**config.mk**
```make
export PLATFORM = sky130hd
export DESIGN_NAME = acc_rounder
export DESIGN_NICKNAME = d
export VERILOG_FILES = /design/src/rtl/rnd_pkg.sv /design/src/rtl/rnd_ctrl.sv /design/src/rtl/rnd_dpath.sv /design/src/rtl/acc_rounder.sv
export SDC_FILE = /design/constraint.sdc
export NUM_CORES = 1
export LEC_CHECK = 0
export BUFFER_PORTS_ARGS = -buffer_cell sky130_fd_sc_hd__buf_2
export CELL_PAD_IN_SITES_DETAIL_PLACEMENT = 0
export CELL_PAD_IN_SITES_GLOBAL_PLACEMENT = 2
export CORE_ASPECT_RATIO = 0.7
export CORE_MARGIN = 3
export CORE_UTILIZATION = 28
export DETAILED_ROUTE_END_ITERATION = 7
export GPL_ROUTABILITY_DRIVEN = 0
export GPL_TIMING_DRIVEN = 0
export PLACE_DENSITY = 0.87
export SLEW_MARGIN = 10
export SYNTH_ARGS = -nofsm -noshare
export SYNTH_HDL_FRONTEND = slang
export SYNTH_SLANG_ARGS = --single-unit
```
**constraint.sdc**
```tcl
create_clock -name clk -period 6.3 [get_ports clk]
set_input_delay 0.315 -clock clk [delete_from_list [all_inputs] [get_ports clk]]
set_output_delay 0.315 -clock clk [all_outputs]
set_load 0.02 [all_outputs]
```
**src/rtl/rnd_pkg.sv**
```systemverilog
package rnd_pkg;

  // Default field widths of the accumulator word
  localparam int unsigned TOP_W_DEF = 8;
  localparam int unsigned MID_W_DEF = 16;
  localparam int unsigned LOW_W_DEF = 16;

  // Strobes from the control half to the datapath half
  typedef struct packed {
    logic load;   // capture a new result this edge
    logic bump;   // add one to the upper field
  } rndStrobe_t;

endpackage

```
**src/rtl/rnd_ctrl.sv**
```systemverilog
module rnd_ctrl
  import rnd_pkg::*;
#(
  parameter int unsigned LOW_W = LOW_W_DEF
) (
  input  logic             inValid,
  input  logic             biasMode,
  input  logic             midLsb,
  input  logic [LOW_W-1:0] lowWord,
  output rndStrobe_t       strobes
);

  // Exact half of one middle-word unit
  localparam logic [LOW_W-1:0] HALF = {1'b1, {(LOW_W-1){1'b0}}};

  logic isTie;
  logic isAbove;
  logic tieUp;

  always_comb begin
    isTie   = (lowWord == HALF);
    // Above the half: MSB set and any lower bit set
    isAbove = lowWord[LOW_W-1] && (lowWord[LOW_W-2:0] != '0);
    // Biased mode takes every tie; otherwise ties go to even
    tieUp   = isTie && (biasMode || midLsb);
    strobes.load = inValid;
    strobes.bump = isAbove || tieUp;
  end

endmodule

```
**src/rtl/rnd_dpath.sv**
```systemverilog
module rnd_dpath
  import rnd_pkg::*;
#(
  parameter int unsigned TOP_W = TOP_W_DEF,
  parameter int unsigned MID_W = MID_W_DEF,
  parameter int unsigned LOW_W = LOW_W_DEF
) (
  input  logic                           clk,
  input  logic                           rst,
  input  rndStrobe_t                     strobes,
  input  logic [TOP_W+MID_W+LOW_W-1:0]   inAcc,
  output logic [TOP_W+MID_W+LOW_W-1:0]   outAcc,
  output logic                           outValid
);

  localparam int unsigned ACC_W = TOP_W + MID_W + LOW_W;
  localparam int unsigned UP_W  = TOP_W + MID_W;

  logic [UP_W-1:0] upperIn;
  logic [UP_W-1:0] upperNext;

  always_comb begin
    upperIn   = inAcc[ACC_W-1:LOW_W];
    // Wrapping add: a carry out of the top part is dropped
    upperNext = upperIn + {{(UP_W-1){1'b0}}, strobes.bump};
  end

  always_ff @(posedge clk) begin
    if (rst) begin
      outAcc   <= '0;
      outValid <= 1'b0;
    end else begin
      outValid <= strobes.load;
      if (strobes.load) begin
        outAcc <= {upperNext, inAcc[LOW_W-1:0]};
      end
    end
  end

endmodule

```
**src/rtl/acc_rounder.sv**
```systemverilog
module acc_rounder
  import rnd_pkg::*;
#(
  parameter int unsigned TOP_W = TOP_W_DEF,
  parameter int unsigned MID_W = MID_W_DEF,
  parameter int unsigned LOW_W = LOW_W_DEF
) (
  input  logic                         clk,
  input  logic                         rst,
  input  logic                         inValid,
  input  logic [TOP_W+MID_W+LOW_W-1:0] inAcc,
  input  logic                         biasMode,
  output logic                         outValid,
  output logic [TOP_W+MID_W+LOW_W-1:0] outAcc
);

  rndStrobe_t strobes;

  rnd_ctrl #(
    .LOW_W(LOW_W)
  ) u_ctrl (
    .inValid (inValid),
    .biasMode(biasMode),
    .midLsb  (inAcc[LOW_W]),
    .lowWord (inAcc[LOW_W-1:0]),
    .strobes (strobes)
  );

  rnd_dpath #(
    .TOP_W(TOP_W),
    .MID_W(MID_W),
    .LOW_W(LOW_W)
  ) u_dpath (
    .clk     (clk),
    .rst     (rst),
    .strobes (strobes),
    .inAcc   (inAcc),
    .outAcc  (outAcc),
    .outValid(outValid)
  );

endmodule

```
======== After elaboration in Yosys (flattened, before gate mapping) ========
Cells that the tools add are included.
storage, ports and cells
  input bits .............................. 44
  word-level logic and storage cells ...... 9
  output and inout bits ................... 41
  bits in registers ....................... 41
operators by class
  $add $sub $neg .......................... 1
  reduce and logical (&&, ||, !) cells .... 5
  equality and inequality tests ........... 1
operators by type and width
  cell                  count
  $add 24x1->24         1
  $eq 16x16->1 const B  1
  $reduce_bool 15->1    1
  $logic_and 1x1->1     2
  $logic_or 1x1->1      2

======== Longest topological paths before layout ========
Gate-level depths: netlist of run 1.
  depth in word-level cells ............... 4
  depth in mapped cells ................... 9
  mapped depth without buffers ............ 9

======== By module ========
A second synthesis of run 1 with hierarchy kept.
second synthesis, totals
  cell total of the unflattened synthesis .. 213
  area, all modules ....................... 1896.8 µm²
modules (own cells, without submodules)
  module     instances  area each (µm²)  cells an instance  sequential area each (µm²)
  rnd_dpath  1          1849.3           206                820.8
  rnd_ctrl   1          47.5             7                  0.0

======== Least setup slack after synthesis of run 1 ========
Ideal clock, no wire load.
  path type ............................... input-to-reg
  from .................................... input inAcc[6]
  to ...................................... register u_dpath.outAcc[36]
  stages .................................. 9
  path buffers ............................ 0
  path slack .............................. 3.969 ns
  arrival time ............................ 2.240 ns
  data required time ...................... 6.209 ns
  setup time .............................. 0.091 ns
  cell sequence ........................... nor4_1 -> nand4_1 -> o41a_1 -> ha_1 -> ha_1 -> nand3_2 -> or4_4 -> or3_1 -> a311oi_1
between the ends
  word-level cells in the longest chain between the ends .. 4
  elaborated cells between the ends (all ways) .. 6
  those cells by class .................... add/sub: 1; eq/ne: 1; reduce/logical: 4
ends and longest elaborated chain
  item                                                       line                            source
  start, declared                                            acc_rounder.sv:11               input logic [TOP_W+MID_W+LOW_W-1:0] inAcc,
  $eq 16x16->1 / $reduce_bool 15->1 (equally long branches)  rnd_ctrl.sv:21, rnd_ctrl.sv:23
  $logic_and 1x1->1 (on tied branches)                       rnd_ctrl.sv:25, rnd_ctrl.sv:23
  $logic_or 1x1->1 (*)                                       rnd_ctrl.sv:27                  strobes.bump = isAbove || tieUp;
  $add 24x1->24 (*)                                          rnd_dpath.sv:25                 upperNext = upperIn + {{(UP_W-1){1'b0}}, strobes.bump};
  end signal, assigned                                       rnd_dpath.sv:35                 outAcc <= {upperNext, inAcc[LOW_W-1:0]};
  end, declared                                              rnd_dpath.sv:12                 output logic [TOP_W+MID_W+LOW_W-1:0] outAcc,
Every way passes the cells marked *; elsewhere a longest branch is shown, timed or not.
A chain may end at the register's enable or synchronous reset.

======== Worst setup path after layout of run 1 ========
  from .................................... input inAcc[9]
  to ...................................... register u_dpath.outAcc[32]
Same word-level chain as after synthesis.

==> results of run 1 <==
## power breakdown
group	switching [W]	internal [W]	leakage (nW)
combinational	0.0000701	0.0000427	0.738
clock	0.0000925	0.0000769	0.0450
sequential	0.00000813	0.000276	0.340
## synthesized netlist by cell type (all sizes together)
| library cell | number |
|---|---|
| a211oi | 12 |
| a21o | 1 |
| a21oi | 1 |
| a311oi | 8 |
| and3 | 1 |
| and4 | 1 |
| buf | 3 |
| clkbuf | 10 |
| dfxtp | 41 |
| ha | 3 |
| inv | 4 |
| mux2i | 19 |
| nand2 | 8 |
| nand3 | 7 |
| nand4 | 8 |
| nor2 | 42 |
| nor2b | 1 |
| nor3 | 4 |
| nor3b | 2 |
| nor4 | 9 |
| nor4b | 1 |
| o21ai | 6 |
| o31ai | 1 |
| o41a | 1 |
| or3 | 6 |
| or4 | 4 |
| xnor2 | 11 |
| xor2 | 1 |
## cells by family after synthesis
logic type / after synthesis
multiplexers: 19
XOR/XNOR: 12
adder cells (fa/ha/maj): 3
AND/OR/NAND/NOR: 94
AO/OA/AOI/OAI: 30
buffers and inverters: 17
flip-flops: 41
## worst max-delay path, stage by stage
cell and delay, ns:
buf_2 0.11, nor4_1 0.40, nand4_1 0.22, o41a_1 0.41, ha_1 0.24, ha_1 0.23, nand3_2 0.19, nor4_1 0.13
and3_1 0.20, nor4_1 0.24
## flip-flops by register name, indices dropped and copies added (netlist names)
name              cells
u_dpath.outValid      1
u_dpath.outAcc       40
## metrics by stage
| stage | total power, W | hold slack, ns | area, um2 | setup slack [ns] | utilization (%) |
|---|---|---|---|---|---|
| after CTS | 0.000575 | 0.265 | 2540 | 3.80 | 39.3 |
| after floorplan | 0.000354 | 0.462 | 1930 | 3.97 | - |
| after global routing | 0.000598 | 0.290 | 2540 | 3.57 | 39.3 |
| after global placement | 0.000403 | 0.472 | 2460 | 3.52 | 38.1 |
| final | 0.000567 | 0.276 | 2540 | 3.79 | 39.3 |
| after detailed placement | 0.000404 | 0.470 | 2460 | 3.50 | 38.1 |
## area by class of cell
class,instances,area (um2)
Multi-Input combinational cell,158,1050
Timing Repair Buffer,82,410
Tap cell,91,114
Sequential cell,41,821
Buffer,13,50.0
Inverter,4,15.0
Clock inverter,2,10.0
Clock buffer,6,72.6
Fill cell,697,3920
## worst min path at each step
stage / startpoint / end / slack [ns] / cells after the start
floorplan: inAcc[0] / u_dpath.outAcc[0]$_SDFFE_PP0P_ / 0.46 / 2
global placement: u_dpath.outAcc[16]$_SDFFE_PP0P_ / u_dpath.outAcc[16]$_SDFFE_PP0P_ / 0.47 / 2
detailed placement: u_dpath.outAcc[32]$_SDFFE_PP0P_ / u_dpath.outAcc[32]$_SDFFE_PP0P_ / 0.47 / 2
CTS: inAcc[14] / u_dpath.outAcc[14]$_SDFFE_PP0P_ / 0.26 / 3
global route: inAcc[2] / u_dpath.outAcc[2]$_SDFFE_PP0P_ / 0.29 / 3
finish: inAcc[14] / u_dpath.outAcc[14]$_SDFFE_PP0P_ / 0.28 / 3
## routing by layer
| layer | GRT usage (%) | share of wire, % | wire length [um] |
|---|---|---|---|
| met5 | 0 | 0 | 0 |
| met3 | 4.23 | 8.6 | 491 |
| met1 | 21.9 | 53 | 3020 |
| met4 | 3.93 | 0.98 | 56 |
| met2 | 19.6 | 38 | 2160 |
==> impl_results.md, run 1 <==
* I/O Buffers at 82
* Post-layout nets at 352
* FF-to-FF Start: u_dpath.outAcc[34]$_SDFFE_PP0P_
* VDD IR-drop max at 0.0769 mV
* Initial antenna violation count at 0
* Row cnt at 24
* Status: finished, final reports clean
* Hold Crit Class: in2reg
* Fmax at 399 MHz
* Largest net degree at the start of global routing at 13
* CTS tree: done
* Initial Util at about 30%
* Pleak at 1.12 nW
* Core Box Area at 6460 um2
* Setup TNS at 0 ns
* RR Endpoint: u_dpath.outAcc[34]$_SDFFE_PP0P_
* Worst path required time at 6.49 ns
* Vias in the first global route at 1796
* Wire length per cell at 14.4 um
* Crit path kind: in2reg
* Final Setup Violations at 0
* Arr. time, crit path at 2.70 ns
* DIE AREA at 7950 um2
* Leading area contributor after synthesis: dfxtp_1
* Compound-Gate Fraction of Synth Area at 11.5%
* Cts bufs inserted at 5
* Commonest non-fill, non-tap cells in the layout: 83 x buf_2, 42 x nor2_1, 41 x dfxtp_1, 19 x mux2i_1, 12 x a211oi_1
* Area share of xor/xnor cells in the synthesized design at 5.44%
* Hold buffer count at CTS at 0
* CTS H-Tree Depth at 2
* Post_cts resized at 0
* DRC errors left at 0
* Minimum clock period at 2.51 ns
* Startpoint Class: input pin
* Combinational family with the most area after synthesis: simple AND/OR/NAND/NOR gates
* Pwr/cell area at 223 nW/um2
* Sequential fraction of the synthesis area at 42.5%
* Routed WL at approximately 5700 um
* Area delta synth->final at 31.4%
* Final Instance Count excl. Fillers at 397
* CP endpoint: u_dpath.outAcc[32]$_SDFFE_PP0P_
* Synth Area per Inst at 8.95 um2
* Ant. Diodes at 0
* Top-area cell type share of the netlist area at 42.5%
* Remaining global-route overflow at 0
* Synth area leaders: dfxtp_1 42%, mux2i_1 9.8%, nor2_1 8.2%
* R2r setup slk at 5.56 ns
* # IOs at between 80 and 90
* RSZ-0062 raised after global routing: false
* Later-pin clock latency in the skew report at 0.29 ns
* Share of layout cells above drive strength 1 at between 30% and 40%
* CP Launch Point: inAcc[9]
* Die Ht at 75.5 um
* Initial DRC count at 57
* Post-Syn Area at 1930 um2
* DIE WIDTH at 105 um
* Setup Fix Bufs, Post-CTS at 0
* Root Driver: clkbuf_8
* Max Cap Violations at 0
* Total GRT Usage at between 10% and 20%
* Maximum fanout along the worst path at 9
* Total number of vias at 1907
* Adder-Cell Fraction of Synth Area at 1.94%
* Clock sink total at 41
* Post-synth cell types at 34
* Post-Syn Nets at 263
* Clock Skews at 0 ns
* Clk slew on worst S/H paths at 0.08 ns
* Crit share post-route at 39.8%
* Setup crit end kind: register
* Mux contribution to synthesized area at 9.84%
* Number of vias per cell at between 4 and 5
* Most common cell after layout, fill and taps aside: buf_2
* Global-route wire length before repair at 9030 um
* DP HPWL at around 4500 um
* Antenna viol nets, final at 0
* Bufs on Longest Clock Path at 2
* Final slew viol count at 0
* Yosys reg bits at 41
* Worst slew pin tran at 0.733 ns
* R2R cell count at 3
* Simple-gate share of the synthesized area at 25.5%
* YS warnings at 0
* Rel. slew slack at 51.2%
* DP Cell Count at between 300 and 400
* Final hold violations at 0
* DRT Pass-1 Iters at 4
* Gate Count Post-Synth at 216
Power figures use the tool's default switching activity.
==> run 2, diff against run 1 <==
--- a/config.mk
+++ b/config.mk
@@ -10,11 +10,11 @@
 export CELL_PAD_IN_SITES_GLOBAL_PLACEMENT = 2
 export CORE_ASPECT_RATIO = 0.7
 export CORE_MARGIN = 3
-export CORE_UTILIZATION = 28
+export CORE_UTILIZATION = 24
 export DETAILED_ROUTE_END_ITERATION = 7
 export GPL_ROUTABILITY_DRIVEN = 0
 export GPL_TIMING_DRIVEN = 0
-export PLACE_DENSITY = 0.87
+export PLACE_DENSITY = 0.79
 export SLEW_MARGIN = 10
 export SYNTH_ARGS = -nofsm -noshare
 export SYNTH_HDL_FRONTEND = slang
==> constraint.sdc (replaced) <==
create_clock -name clk -period 2 [get_ports clk]
set_input_delay 0.1 -clock clk [delete_from_list [all_inputs] [get_ports clk]]
set_output_delay 0.1 -clock clk [all_outputs]
set_load 0.02 [all_outputs]
==> run 2 against run 1 <==
Net effect: register-to-register slack got worse by 4.3 ns; die area up 15%; the run now ends with negative setup slack left; clock-buffer cell count down 1; final cell count rose by 4.5%; non-clock buffer count rose by 11; combinational power grew to 3.6 times the previous value; highest routed layer unchanged; worst setup slack got worse by 3.8 ns; largest power group is now the clock network; critical path type unchanged.
==> impl_results.md, run 2 (synthesis gave the netlist of run 1 again) <==
* Row cnt at 26 (+8.3%)
* Routed WL at 6050 um (+5.7%)
* Hold Path Cell Cnt at 3 (unchanged)
* Placed inst area at 2490 um2 (+1.3%)
* Status: finished with violations
* Startpoint Class: input pin
* Critical path buffers and inverters at 2 (+1)
* Most flop-heavy register: u_dpath.outAcc
* Max Cap Violations at 0 (unchanged)
* DRC errors left at 0 (unchanged)
* Die Ht at 81.1 um (+7.4%)
* Gate power share at 17.1% (-2.8 points)
* Clock sink total at 41 (unchanged)
* Sequential standard cell area at 821 um2 (unchanged)
* # IOs at 85 (unchanged)
* Most common cell after layout, fill and taps aside: buf_2
* Core Box Area at 7550 um2 (+17%)
* Clk network pwr share at 44.7% (+15 points)
* Root Driver: clkbuf_16
* Post-layout nets at 363 (+3.1%)
* Post-route total power at 0.00235 W (+320%)
* Worst slew pin tran at 0.726 ns (-0.00613 ns)
* Max FFs per register at 40 (unchanged)
* Wire length per cell at 14.6 um (+1.1%)
* VDD IR-drop max at 0.330 mV (+330%)
* Ant. Diodes at 0 (unchanged)
* Rel. slew slack at 51.6% (+0.41 points)
* Crit-path max cell delay at 0.42 ns (about the same)
* Initial antenna violation count at 0 (unchanged)
* Switching Share at 25.5% (-4.6 points)
* Global-route wire length before repair at 9720 um (+7.6%)
* Maximum fanout along the worst path at 4 (-5)
* Clock Skews at 0 ns (unchanged)
* Antenna viol nets, final at 0 (unchanged)
* Initial Util at 25.6% (-4.3 points)
* Total number of vias at 1934 (+1.4%)
* DIE AREA at 9190 um2 (+15%)
* Fmax at 493 MHz
* Bufs on Longest Clock Path at 2 (unchanged)
* Commonest non-fill, non-tap cells in the layout: 69 x buf_2, 41 x nor2_1, 41 x dfxtp_1, 19 x mux2i_1, 12 x a211oi_1
* Regs by FF count: u_dpath.outAcc x40, u_dpath.outValid x1
* Fillcell total at 770 (+10%)
* Cts bufs inserted at 5 (unchanged)
* Final slew viol count at 0 (unchanged)
* Largest net degree at the start of global routing at 14 (+1)
* Net load switching power at 0.000601 W (+250%)
* DP HPWL at 4610 um (+2.1%)
* Worst path required time at 2.18 ns (-4.31 ns)
* Hold buffer count at CTS at 0 (unchanged)
* Reg power frac at 38.1% (-12 points)
* I/O Buffers at 82 (unchanged)
* Failing checks: negative setup slack
* Remaining global-route overflow at 0 (unchanged)
* Pleak at 1.26 nW (+13%)
* Crit share post-route at 102%
* Internal power at 0.00175 W (+340%)
* Area of the multi-input gates at 1130 um2 (+8.4%)
* Clk slew on worst S/H paths at 0.06 ns (-0.02 ns)
* Minimum clock period at 2.03 ns
* Total GRT Usage at 13.4% (-1.0 points)
* Hold Crit Class: in2reg
* CTS tree: done
* Later-pin clock latency in the skew report at 0.28 ns (about the same)
* DRT Pass-1 Iters at 4 (unchanged)
* R2R cell count at 3 (unchanged)
* Fin area at 2940 um2 (+16%)
* Crit path cell chain: buf_8 > nor4_4 > nand4_1 > o41a_1 > ha_4 > ha_4 > nand3_4 > buf_4 > nor4_1 > and3_1 > nor4_1
* Slowest-stage cell, CP: o41a_1
* Vias in the first global route at 1923 (+7.1%)
* Final setup margin at -0.0303 ns (-3.82 ns)
* Area delta synth->final at 52.1%
* Worst path depth at 11 (+1)
* Top Family by Delay on Critical Path: simple AND/OR/NAND/NOR gates
* Pwr/cell area at 801 nW/um2 (+260%)
* Number of vias per cell at 4.66 (-3.0%)
* CTS H-Tree Depth at 2 (unchanged)
* Share of layout cells above drive strength 1 at 36.3% (+5.2 points)
* Crit path kind: in2reg
* Setup crit end kind: register
* RSZ-0062 raised after global routing: true
* Final hold violations at 0 (unchanged)
* Worst slack at placement at -0.422 ns (-3.92 ns)
* Initial DRC count at 82 (+44%)
* DIE WIDTH at 113 um (+7.6%)
* Arr. time, crit path at 2.21 ns (-0.49 ns)
* Final Setup Violations at 1 (+1)
## run 2: cell types whose count changed in the layout (fill, tap and decap cells not counted), moves of 3 or more
cell / delta
buf_2: -14
buf_4: +11
buf_6: +7
buf_8: +7
clkbuf_16: +5
clkbuf_8: -5
nor4_1: -3
## run 2: per-layer routing
layer	wire length [um]	track usage [%]	vias to the layer above
li1	-	-	989
met1	3010	17.7	879
met2	2530	21.3	61
met3	492	5.21	5
met4	21	2.16	0
met5	0	0	-
## run 2: layout make-up
type                            instances  share of cell area (%)
Multi-Input combinational cell        158                    38.6
Clock inverter                          3                    2.21
Timing Repair Buffer                   93                    20.6
Clock buffer                            5                    4.26
Sequential cell                        41                    27.9
Inverter                                4                   0.511
Buffer                                 13                    1.70
Tap cell                               98                    4.17
## run 2: worst register-to-register path, delay by kind of cell, from the launching register on
family | cells | cell delay, ns
AO/OA/AOI/OAI | 1 | 0.13
flip-flops | 1 | 0.32
AND/OR/NAND/NOR | 2 | 0.20
## run 2: what timing repair did
item / 4_1_cts / 5_1_grt
pin swaps: 8 / 14
setup buffers: 6 / 5
resized for setup: 23 / 11
cloned: 0 / 0
endpoints found under the setup margin: 11 / 11
## run 2: final timing paths
| check | from | endpoint | slack [ns] |
|---|---|---|---|
| worst max-delay path | inAcc[3] | u_dpath.outAcc[32]$_SDFFE_PP0P_ | -0.03 |
| worst min-delay path | inAcc[10] | u_dpath.outAcc[10]$_SDFFE_PP0P_ | 0.05 |
| worst max register to register | u_dpath.outAcc[34]$_SDFFE_PP0P_ | u_dpath.outAcc[34]$_SDFFE_PP0P_ | 1.25 |
| worst min register to register | u_dpath.outAcc[18]$_SDFFE_PP0P_ | u_dpath.outAcc[18]$_SDFFE_PP0P_ | 0.48 |
## run 2: power by group through the flow
stage               Combinational, W  Clock [W]  Sequential (W)
floorplan                   0.000136          0        0.000983
global placement            0.000364          0        0.000914
detailed placement          0.000364          0        0.000915
CTS                         0.000392    0.00107        0.000898
global route                0.000443    0.00111        0.000906
finish                      0.000404    0.00105        0.000898
## run 2: stage by stage
stage               std cells  util [%]  hold slack [ns]  setup TNS (ns)
global route              415      39.0           0.0633          -0.801
finish                    415      39.0           0.0549         -0.0303
floorplan                 216         -            0.247         -0.0635
global placement          396      33.0            0.348           -5.25
detailed placement        396      33.0            0.363           -5.57
CTS                       410      37.8           0.0489         -0.0129
